File: src/rtl/pflash_pkg.sv
package pflash_pkg;
   typedef enum logic [1:0] {
      SEQ_IDLE,
      SEQ_ARM1,
      SEQ_ARM2,
      SEQ_LOAD
   } seq_state_e;

   localparam logic [15:0] KEY_ADDR_HI = 16'h5555;
   localparam logic [15:0] KEY_ADDR_LO = 16'h2AAA;
   localparam logic [7:0]  KEY_FIRST   = 8'hAA;
   localparam logic [7:0]  KEY_SECOND  = 8'h55;
   localparam logic [7:0]  KEY_PROGRAM = 8'hA0;
endpackage

File: src/rtl/pflash_we_qual.sv
module pflash_we_qual #(
   parameter int AW         = 16,
   parameter int MIN_WE_CYC = 2
) (
   input  logic          clk,
   input  logic          rst_n,
   input  logic          ce_n,
   input  logic          oe_n,
   input  logic          we_n,
   input  logic [AW-1:0] addr,
   input  logic [7:0]    wdata,
   output logic          wr_valid,
   output logic [AW-1:0] wr_addr,
   output logic [7:0]    wr_data
);
   localparam int CW = $clog2(MIN_WE_CYC + 1);
   localparam logic [CW-1:0] CNT_MAX = CW'(MIN_WE_CYC);

   logic          strobe_ok;
   logic [CW-1:0] low_cnt;

   assign strobe_ok = !ce_n && oe_n && !we_n;

   always_ff @(posedge clk or negedge rst_n) begin
      if (!rst_n) begin
         low_cnt <= '0;
         wr_addr <= '0;
         wr_data <= '0;
      end else if (strobe_ok) begin
         if (low_cnt != CNT_MAX) low_cnt <= low_cnt + CW'(1);
         wr_addr <= addr;
         wr_data <= wdata;
      end else begin
         low_cnt <= '0;
      end
   end

   assign wr_valid = we_n && !ce_n && oe_n && (low_cnt == CNT_MAX);

   p_min_width_r4: assert property (@(posedge clk) disable iff (!rst_n)
      wr_valid |-> $past(!we_n && !ce_n && oe_n));
   p_single_accept_r5: assert property (@(posedge clk) disable iff (!rst_n)
      wr_valid |=> !wr_valid);
endmodule

File: src/rtl/pflash_lockout.sv
module pflash_lockout #(
   parameter int LOCK_CYC = 500000
) (
   input  logic clk,
   input  logic rst_n,
   input  logic pwr_good,
   output logic locked
);
   generate
      if (LOCK_CYC == 0) begin : g_no_delay
         assign locked = !pwr_good;
      end else begin : g_delay
         localparam int LW = $clog2(LOCK_CYC + 1);
         localparam logic [LW-1:0] LOCK_END = LW'(LOCK_CYC);
         logic [LW-1:0] wait_cnt;

         always_ff @(posedge clk or negedge rst_n) begin
            if (!rst_n)                   wait_cnt <= '0;
            else if (!pwr_good)           wait_cnt <= '0;
            else if (wait_cnt != LOCK_END) wait_cnt <= wait_cnt + LW'(1);
         end

         assign locked = !pwr_good || (wait_cnt != LOCK_END);

         p_rise_locks_r6: assert property (@(posedge clk) disable iff (!rst_n)
            $rose(pwr_good) |=> locked);
      end
   endgenerate

   p_off_locks_r6: assert property (@(posedge clk) disable iff (!rst_n)
      !pwr_good |-> locked);
endmodule

File: src/rtl/pflash_cmd_dec.sv
module pflash_cmd_dec
   import pflash_pkg::*;
#(
   parameter int AW = 16,
   parameter int IW = 4
) (
   input  logic          clk,
   input  logic          rst_n,
   input  logic          enable,
   input  logic          wr_valid,
   input  logic [AW-1:0] wr_addr,
   input  logic [7:0]    wr_data,
   output logic          prog_req,
   output logic [IW-1:0] prog_idx,
   output logic [7:0]    prog_data
);
   localparam logic [AW-1:0] ADDR_HI = AW'(KEY_ADDR_HI);
   localparam logic [AW-1:0] ADDR_LO = AW'(KEY_ADDR_LO);

   seq_state_e state, state_nx;
   logic       take;

   assign take = wr_valid && enable;

   always_comb begin
      state_nx = state;
      if (take) begin
         unique case (state)
            SEQ_IDLE: state_nx = (wr_addr == ADDR_HI && wr_data == KEY_FIRST)   ? SEQ_ARM1 : SEQ_IDLE;
            SEQ_ARM1: state_nx = (wr_addr == ADDR_LO && wr_data == KEY_SECOND)  ? SEQ_ARM2 : SEQ_IDLE;
            SEQ_ARM2: state_nx = (wr_addr == ADDR_HI && wr_data == KEY_PROGRAM) ? SEQ_LOAD : SEQ_IDLE;
            SEQ_LOAD: state_nx = SEQ_IDLE;
            default:  state_nx = SEQ_IDLE;
         endcase
      end
   end

   always_ff @(posedge clk or negedge rst_n) begin
      if (!rst_n) state <= SEQ_IDLE;
      else        state <= state_nx;
   end

   assign prog_req  = take && (state == SEQ_LOAD);
   assign prog_idx  = wr_addr[IW-1:0];
   assign prog_data = wr_data;

   p_load_clears_r3: assert property (@(posedge clk) disable iff (!rst_n)
      prog_req |=> state == SEQ_IDLE);
   p_arm2_order_r3: assert property (@(posedge clk) disable iff (!rst_n)
      (state == SEQ_ARM2) |-> ($past(state) == SEQ_ARM1 || $past(state) == SEQ_ARM2));
endmodule

File: src/rtl/pflash_wp_seq.sv
module pflash_wp_seq #(
   parameter int AW         = 16,
   parameter int ARRAY_AW   = 4,
   parameter int MIN_WE_CYC = 2,
   parameter int LOCK_CYC   = 500000,
   parameter int PROG_CYC   = 5000000
) (
   input  logic          clk,
   input  logic          rst_n,
   input  logic          ce_n,
   input  logic          oe_n,
   input  logic          we_n,
   input  logic [AW-1:0] addr,
   input  logic [7:0]    wdata,
   input  logic          pwr_good,
   input  logic          vdd_low,
   output logic [7:0]    rdata
);
   localparam int DEPTH = 1 << ARRAY_AW;
   localparam int PW    = $clog2(PROG_CYC + 1);
   localparam logic [PW-1:0] TMR_LOAD = PW'(PROG_CYC - 1);

   generate
      if (AW < 15)                    begin : g_bad_aw    $error("AW too small for unlock addresses"); end
      if (ARRAY_AW < 1 || ARRAY_AW > AW) begin : g_bad_arr $error("ARRAY_AW out of range"); end
      if (MIN_WE_CYC < 1)             begin : g_bad_we    $error("MIN_WE_CYC must be at least 1"); end
      if (PROG_CYC < 1)               begin : g_bad_prog  $error("PROG_CYC must be at least 1"); end
   endgenerate

   logic                wr_valid;
   logic [AW-1:0]       wr_addr;
   logic [7:0]          wr_data;
   logic                locked;
   logic                prog_req;
   logic [ARRAY_AW-1:0] prog_idx;
   logic [7:0]          prog_data;

   logic                busy_q;
   logic [PW-1:0]       tmr_q;
   logic [ARRAY_AW-1:0] paddr_q;
   logic [7:0]          pdata_q;
   logic                toggle_q;
   logic                rd_q;
   logic [7:0]          mem [DEPTH];
   logic                rd_act;
   logic                start;

   pflash_we_qual #(.AW(AW), .MIN_WE_CYC(MIN_WE_CYC)) u_qual (
      .clk(clk), .rst_n(rst_n), .ce_n(ce_n), .oe_n(oe_n), .we_n(we_n),
      .addr(addr), .wdata(wdata),
      .wr_valid(wr_valid), .wr_addr(wr_addr), .wr_data(wr_data));

   pflash_lockout #(.LOCK_CYC(LOCK_CYC)) u_lock (
      .clk(clk), .rst_n(rst_n), .pwr_good(pwr_good), .locked(locked));

   pflash_cmd_dec #(.AW(AW), .IW(ARRAY_AW)) u_dec (
      .clk(clk), .rst_n(rst_n), .enable(!busy_q),
      .wr_valid(wr_valid), .wr_addr(wr_addr), .wr_data(wr_data),
      .prog_req(prog_req), .prog_idx(prog_idx), .prog_data(prog_data));

   assign rd_act = !ce_n && !oe_n && we_n;
   assign start  = prog_req && !locked && !vdd_low;

   always_ff @(posedge clk or negedge rst_n) begin
      if (!rst_n) begin
         busy_q   <= 1'b0;
         tmr_q    <= '0;
         paddr_q  <= '0;
         pdata_q  <= 8'hFF;
         toggle_q <= 1'b0;
         rd_q     <= 1'b0;
         for (int i = 0; i < DEPTH; i++) mem[i] <= 8'hFF;
      end else begin
         rd_q <= rd_act;
         if (busy_q && rd_act && !rd_q) toggle_q <= !toggle_q;
         if (start) begin
            busy_q  <= 1'b1;
            tmr_q   <= TMR_LOAD;
            paddr_q <= prog_idx;
            pdata_q <= prog_data;
         end else if (busy_q) begin
            if (tmr_q == '0) begin
               busy_q        <= 1'b0;
               mem[paddr_q]  <= mem[paddr_q] & pdata_q;
            end else begin
               tmr_q <= tmr_q - PW'(1);
            end
         end
      end
   end

   always_comb begin
      if (!rd_act)     rdata = 8'h00;
      else if (busy_q) rdata = {~pdata_q[7], toggle_q, 6'b000000};
      else             rdata = mem[addr[ARRAY_AW-1:0]];
   end

   p_clear_only_r2: assert property (@(posedge clk) disable iff (!rst_n)
      $fell(busy_q) |-> ((mem[paddr_q] & ~$past(mem[paddr_q])) == 8'h00));
   p_gated_start_r7: assert property (@(posedge clk) disable iff (!rst_n)
      $rose(busy_q) |-> $past(!locked && !vdd_low));
   p_busy_hold_r10: assert property (@(posedge clk) disable iff (!rst_n)
      (busy_q && tmr_q != '0) |=> (busy_q && $stable(paddr_q) && $stable(pdata_q)));
endmodule

File: config.mk
export PLATFORM = sky130hd
export DESIGN_NAME = pflash_wp_seq
export DESIGN_NICKNAME = d
export VERILOG_FILES = /design/src/rtl/pflash_pkg.sv /design/src/rtl/pflash_we_qual.sv /design/src/rtl/pflash_lockout.sv /design/src/rtl/pflash_cmd_dec.sv /design/src/rtl/pflash_wp_seq.sv
export SDC_FILE = /design/constraint.sdc
export NUM_CORES = 1
export LEC_CHECK = 0
export ABC_AREA = 1
export ABC_CLOCK_PERIOD_IN_PS = 3900
export BUFFER_PORTS_ARGS = -buffer_cell sky130_fd_sc_hd__buf_2
export CAP_MARGIN = 0
export CELL_PAD_IN_SITES_DETAIL_PLACEMENT = 0
export CELL_PAD_IN_SITES_GLOBAL_PLACEMENT = 1
export CORE_UTILIZATION = 51
export CTS_BUF_LIST = sky130_fd_sc_hd__clkbuf_4
export DETAILED_ROUTE_END_ITERATION = 8
export MAX_ROUTING_LAYER = met4
export PLACE_DENSITY_LB_ADDON = 0.1
export RECOVER_POWER = 100
export SLEW_MARGIN = 10
export SYNTH_ARGS = -nofsm -noshare
export SYNTH_HDL_FRONTEND = slang
export SYNTH_SLANG_ARGS = --single-unit
export TNS_END_PERCENT = 100
File: constraint.sdc
create_clock -name clk -period 3.9 [get_ports clk]
set_input_delay 0.975 -clock clk [delete_from_list [all_inputs] [get_ports clk]]
set_output_delay 0.975 -clock clk [all_outputs]
set_load 0.01 [all_outputs]
==> After elaboration in Yosys (flattened, before gate mapping) <==
Cells that the tools add are included.
{ "op_classes": {"n_bitwise": 5, "eq_ne": 14, "n_reduce_logical": 32, "add_sub_neg": 3, "muxes": 25, "order_cmp": 3} }
{ "op_table": {"columns": ["cell", "count"], "rows": [
  ["$bwmux W128", 1],
  ["$mux W23", 3],
  ["$bmux W8 S4", 2],
  ["$mux W8", 7],
  ["$mux W19", 2],
  ["$demux W8 S4", 1],
  ["$logic_not A23 Y1", 1],
  ["$sub A23 B1 Y23 const B", 1],
  ["$add A19 B1 Y19 const B", 1],
  ["$ne A19 B19 Y1 const B", 1],
  ["$logic_and A1 B1 Y1", 17],
  ["$eq A16 B14 Y1 const B", 1],
  ["$eq A16 B15 Y1 const B", 1],
  ["$eq A8 B8 Y1 const B", 2],
  ["$ge A5 B5 Y1 const B", 2],
  ["$not A4 Y5", 2],
  ["$logic_not A1 Y1", 9],
  ["$and A8 B8 Y8", 1],
  ["$eq A8 B7 Y1 const B", 1],
  ["$mux W2", 4],
  ["$pmux W2 S4", 1],
  ["$eq A2 B2 Y1 const B", 3],
  ["$ne A2 B2 Y1 const B", 3],
  ["$lt A5 B1 Y1 const B", 1],
  ["10 further kinds", 14]
]} }
{ "word_totals": {"word_cells": 109, "output_inout_bits": 8, "register_bits": 213, "in_bits": 31} }

==> Longest topological paths before layout <==
{ "logic_depth": {"word_depth": 10, "mapped_depth": 13, "mapped_depth_nobuf": 11} }

==> Cells and area by module <==
From an unflattened synthesis, not the netlist that was laid out.
{ "unflattened": {"hier_cells": 1945, "hier_area_um2": 13237.7} }
{ "by_module_without_submodules": {"columns": ["module", "n_inst", "seq_area_each_um2", "cells_per_inst", "area_each_um2"], "rows": [
  ["pflash_wp_seq", 1, 4324.1, 1564, 10466.3],
  ["pflash_lockout", 1, 475.5, 177, 1214.9],
  ["pflash_we_qual", 1, 650.6, 123, 1132.3],
  ["pflash_cmd_dec", 1, 50.0, 81, 424.2]
]} }

==> Worst setup path before layout <==
OpenSTA, ideal clock, no wires.
{ "synth_path": {"path_kind": "input port to output port", "start": "input port addr[0]", "end": "output port rdata[5]", "path_buffers": 3, "t_arrival_ns": 2.163, "cell_stages": 8, "setup_slack_ns": 0.762, "required_time_ns": 2.925, "cell_sequence": "clkbuf_1 inv_1 clkbuf_1 buf_2 nor2_1 o22ai_1 o22ai_1 a21oi_1"} }
{ "synth_via": {"elab_chain_cells": 6} }
{ "synth_lines": {"columns": ["item", "line_no", "source"], "rows": [
  ["from (decl)", "pflash_wp_seq.sv:13", "input logic [AW-1:0] addr,"],
  ["$not A4 Y5 (implied by the code)", "pflash_wp_seq.sv:95", "else rdata = mem[addr[ARRAY_AW-1:0]];"],
  ["$bmux W8 S4", "pflash_wp_seq.sv:95", null],
  ["$mux W8 (implied by the code) (2 in a row)", "pflash_wp_seq.sv:95", null],
  ["$mux W8", "pflash_wp_seq.sv:94", "else if (busy_q) rdata = {~pdata_q[7], toggle_q, 6'b000000};"],
  ["$mux W8", "pflash_wp_seq.sv:93", "if (!rd_act) rdata = 8'h00;"],
  ["to (decl)", "pflash_wp_seq.sv:17", "output logic [7:0] rdata"]
]} }
No other way between the ends. The select of a mux whose other input is x is not followed.

==> Worst setup path in the final report <==
{ "layout_path": {"start": "register paddr_q[1]", "end": "register mem[46] (netlist bit)"} }
{ "layout_via": {"elab_chain_cells": 6, "word_cells_on_any_way": 11, "classes_between": "order compare: 2; mux: 6; bitwise: 2; reduce/logical: 1"} }
{ "layout_lines": {"columns": ["item", "line_no", "source"], "rows": [
  ["from (decl)", "pflash_wp_seq.sv:40", "logic [ARRAY_AW-1:0] paddr_q;"],
  ["from (signal assigned)", "pflash_wp_seq.sv:79", "paddr_q <= prog_idx;"],
  ["$not A4 Y5 (implied by the code) *", "pflash_wp_seq.sv:84", "mem[paddr_q] <= mem[paddr_q] & pdata_q;"],
  ["$ge A5 B5 Y1 (implied by the code) (tied with other cells)", "pflash_wp_seq.sv:84", null],
  ["$logic_and A1 B1 Y1 (implied by the code) or $mux W8 (tied branches)", "pflash_wp_seq.sv:84", null],
  ["$mux W8 (implied by the code)", "pflash_wp_seq.sv:84", null],
  ["$demux W8 S4 or $and A8 B8 Y8 (tied branches)", "pflash_wp_seq.sv:84", null],
  ["$bwmux W128 *", "pflash_wp_seq.sv:84", null],
  ["to (signal, indexed assignment)", "pflash_wp_seq.sv:84", null],
  ["to (decl)", "pflash_wp_seq.sv:44", "logic [7:0] mem [DEPTH];"]
]} }
Every way passes the cells marked *; elsewhere a longest branch is shown, timed or not. The select of a mux whose other input is x is not followed.
A chain may end at the register's enable or synchronous reset.

==> impl_metrics.ini <==
[hold_path]
holdCritStartpoint = mem[24]
holdCritPathClass = reg -> reg

[sta]
worst_slack_ns = 0.329
final.setup_skew_ns = 0.0413
rsz0062_at_grt = false
worst-slew-pin-transition_ns = 2.82
timing.max_slew.rel_slack = -0.881
timing.setup.tns_ns = 0
hold_viol_final = 0
maximum_achievable_frequency_mhz = 280
post-route-min-period_ns = 3.57
finalMaxSlewViolations = 108
setup_viol_count_final = 0
period_share = 0.916

[setup_path]
start_kind = register
cp-startpoint = paddr_q[1]
slowest_stage = nor2_1
largest_driver_fanout_on_the_critical_path = 16
critPathCaptureType = register
critical_path_buf_inv_count = 3
reg2reg_from = paddr_q[1]
timing.critical_path.mode_cell = nand2_1
worst_path_largest_cell_delay_ns = 0.89
data_arrival_at_the_endpoint_of_the_critical_path_ns = 4.20
timing.critical_path.max_delay_family = simple AND/OR/NAND/NOR gates
critPathRequiredTime_ns = 4.53
cp_cell_sequence = inv_1 -> nor2_1 -> clkbuf_2 -> a21oi_1 -> nand2_1 -> nand2_1 -> nand2_1 -> inv_1 -> nand2_1 -> nand3_1 -> nand2_1
worstSetupPathType = reg -> reg

[layout]
synthToLayoutAreaGrowth_pct = 8.42
layout-drive-gt1-share = 0.179
finish.instance_area_mm2 = 0.0137
final_common_cell = nand2_1
design.final.nets = 1841
highest_count_cells_in_the_layout_ignoring_fill_and_taps = nand2_1, nand3_1, nor2_1, inv_1, dfstp_2

[grt]
largest_net_degree_at_the_start_of_global_routing = 110
global_route.usage.total = 0.335
grt_overflow_total = 0
first_pass_grt_wire_length_mm = 64.2
first_global_vias = 11500
initial_antenna_violation_count = 1

[yosys]
synth.yosys.seq_area_share = 0.437
postSynthRegisterBits = 213
top_area_cells_in_the_synthesized_netlist = dfstp_2, nand2_1, dfrtp_1
cell_count_after_synthesis = 1774
synth_warnings = 0
synthesis.area_mm2 = 0.0126
yosys_most_used_dff = dfstp_2
netlist.top_cell.by_area = dfstp_2
syn-mean-instance-area_um2 = 7.10
synthArstFlopShare = 1.00
synth_edf_count = 0
synth_top_area_share = 0.284
synth_cell_types = 37
syn-num-nets = 1810

[pwr]
clock_share_of_power = 0.436
combinational_share_of_power = 0.060
power_mw = 4.57
int_power_mw = 3.38
cellLeakagePower_nw = 6.40
powerDensity_mw_per_mm2 = 335
total_switching_power_mw = 1.19
pwr-share-seq = 0.504
power_switching_share = 0.261
irDropWorstVdd_mv = 0.273

[clock_network]
clkSlewWorstSetupHoldPaths_ns = 0.06
number_of_gates_given_a_new_drive_strength_after_cts = 0
cts_post_setup_buffers_inserted = 0
clockRootBuffer = clkbuf_4
clock_sinks = 213
cts.htree.levels = 2
cts_buffers = 59
holdBufCountCts = 0
cts_tree = built
clkLatencyLatePin_ns = 0.72
cts.path.max_buffers = 3

[die]
start_util = 0.519
fp.dieH_um = 159
number_of_standard_cell_rows_in_the_floorplan = 57
die_area_mm2 = 0.0253
core_area_mm2 = 0.0242
die_x_um = 159
num_io_pins = 39

[run]
drv.max_cap_violation_count = 1

[placement]
place_area_mm2 = 0.0130
io_buffers = 38
place_congestion = 0.930
place_worst_setup_slack_ns = 0.606
detailedPlacementHpwl_mm = 26.2

[detailed_routing]
detail_route.drc_violations = 0
route.final.wire_length_mm = 40.3
detail_route.iter0.violations = 1162
avgRoutedWirePerCell_um = 18.5
postRouteAntennaNets = 0
via_count = 12100
route.detailed.vias_per_inst = 5.59
detailedRoute.firstPassIterationCount = 6

[run_status]
failed_checks = max-capacitance violations, max-slew violations
status = finished, violations left
==> layer usage <==
layer  global-route usage  share of wire  vias to the layer above
met5                    -              0                        -
met2                0.501           0.45                      563
li1                     -              -                     5783
met3               0.0638          0.082                      126
met4                0.158          0.042                        0
met1                0.439           0.43                     5659
==> layout make-up <==
type                    instances  area [um^2]
fillers                      2407        10600
clock buffers                  88          661
clock inverters                14         61.3
inverters                     157          614
diodes                          2         5.00
flip-flops and latches        213         5500
multi-input cells            1318         6030
repair buffers                 56          372
well taps                     324          405
==> registers in the layout, summed over array words and instances (netlist names) <==
signal,cells
mem,128
tmr_q,23
u_lock.g_delay.wait_cnt,19
u_qual.wr_addr,16
pdata_q,8
u_qual.wr_data,8
paddr_q,4
u_dec.state,2
u_qual.low_cnt,2
busy_q,1
rd_q,1
toggle_q,1
==> synth_stat cells (9+ instances only) <==
master,number
clkbuf_1,40
dfrtp_1,77
nand4_1,19
nor2_1,166
nor2_8,10
o21ai_0,122
buf_2,28
inv_4,10
inv_1,140
buf_4,10
dfstp_2,136
a21oi_1,77
nor2_4,9
nand3_1,209
nor3_1,17
o211ai_1,12
nand2_1,621
==> stage by stage <==
| step | hold WS (ns) | utilization | cells |
|---|---|---|---|
| after floorplan | 0.442 | - | 1774 |
| after global placement | 0.455 | 0.535 | 2068 |
| after detailed placement | 0.457 | 0.535 | 2068 |
| after CTS | 0.305 | 0.565 | 2170 |
| after global routing | 0.431 | 0.563 | 2172 |
| final | 0.465 | 0.563 | 2172 |
==> path summary, 6_finish.rpt <==
check | endpoint | slack [ns] | cells after the start
worst max-delay path | mem[46] | 0.33 | 11
worst min-delay path | mem[24] | 0.46 | 2
worst max register to register | mem[46] | 0.33 | 11
worst min register to register | mem[24] | 0.46 | 2
max in group asynchronous | paddr_q[0] | 0.88 | 1
min in group asynchronous | tmr_q[14] | 1.22 | 1
==> power by group through the flow <==
stage,registers (mW),logic [mW],clock network [mW]
after global placement,2.34,0.271,0
after detailed placement,2.34,0.275,0
after CTS,2.30,0.276,2.05
final,2.30,0.273,2.00
after global routing,2.31,0.311,2.17
after floorplan,2.33,0.156,0
==> logic make-up after synthesis <==
logic type / after synthesis / share of synthesized area
compound gates: 223 / 0.0919
flops: 213 / 0.437
buf+inv: 243 / 0.0819
mux: 8 / 0.00715
simple gates: 1078 / 0.375
fa+ha+maj: 5 / 0.00497
xor+xnor: 4 / 0.00278
==> worst min-delay path, cell delays in order, from the launching register on <==
cell,delay [ns]
dfstp_2,0.36
nand2_1,0.05
nand2_1,0.05
Power figures use the tool's default switching activity.
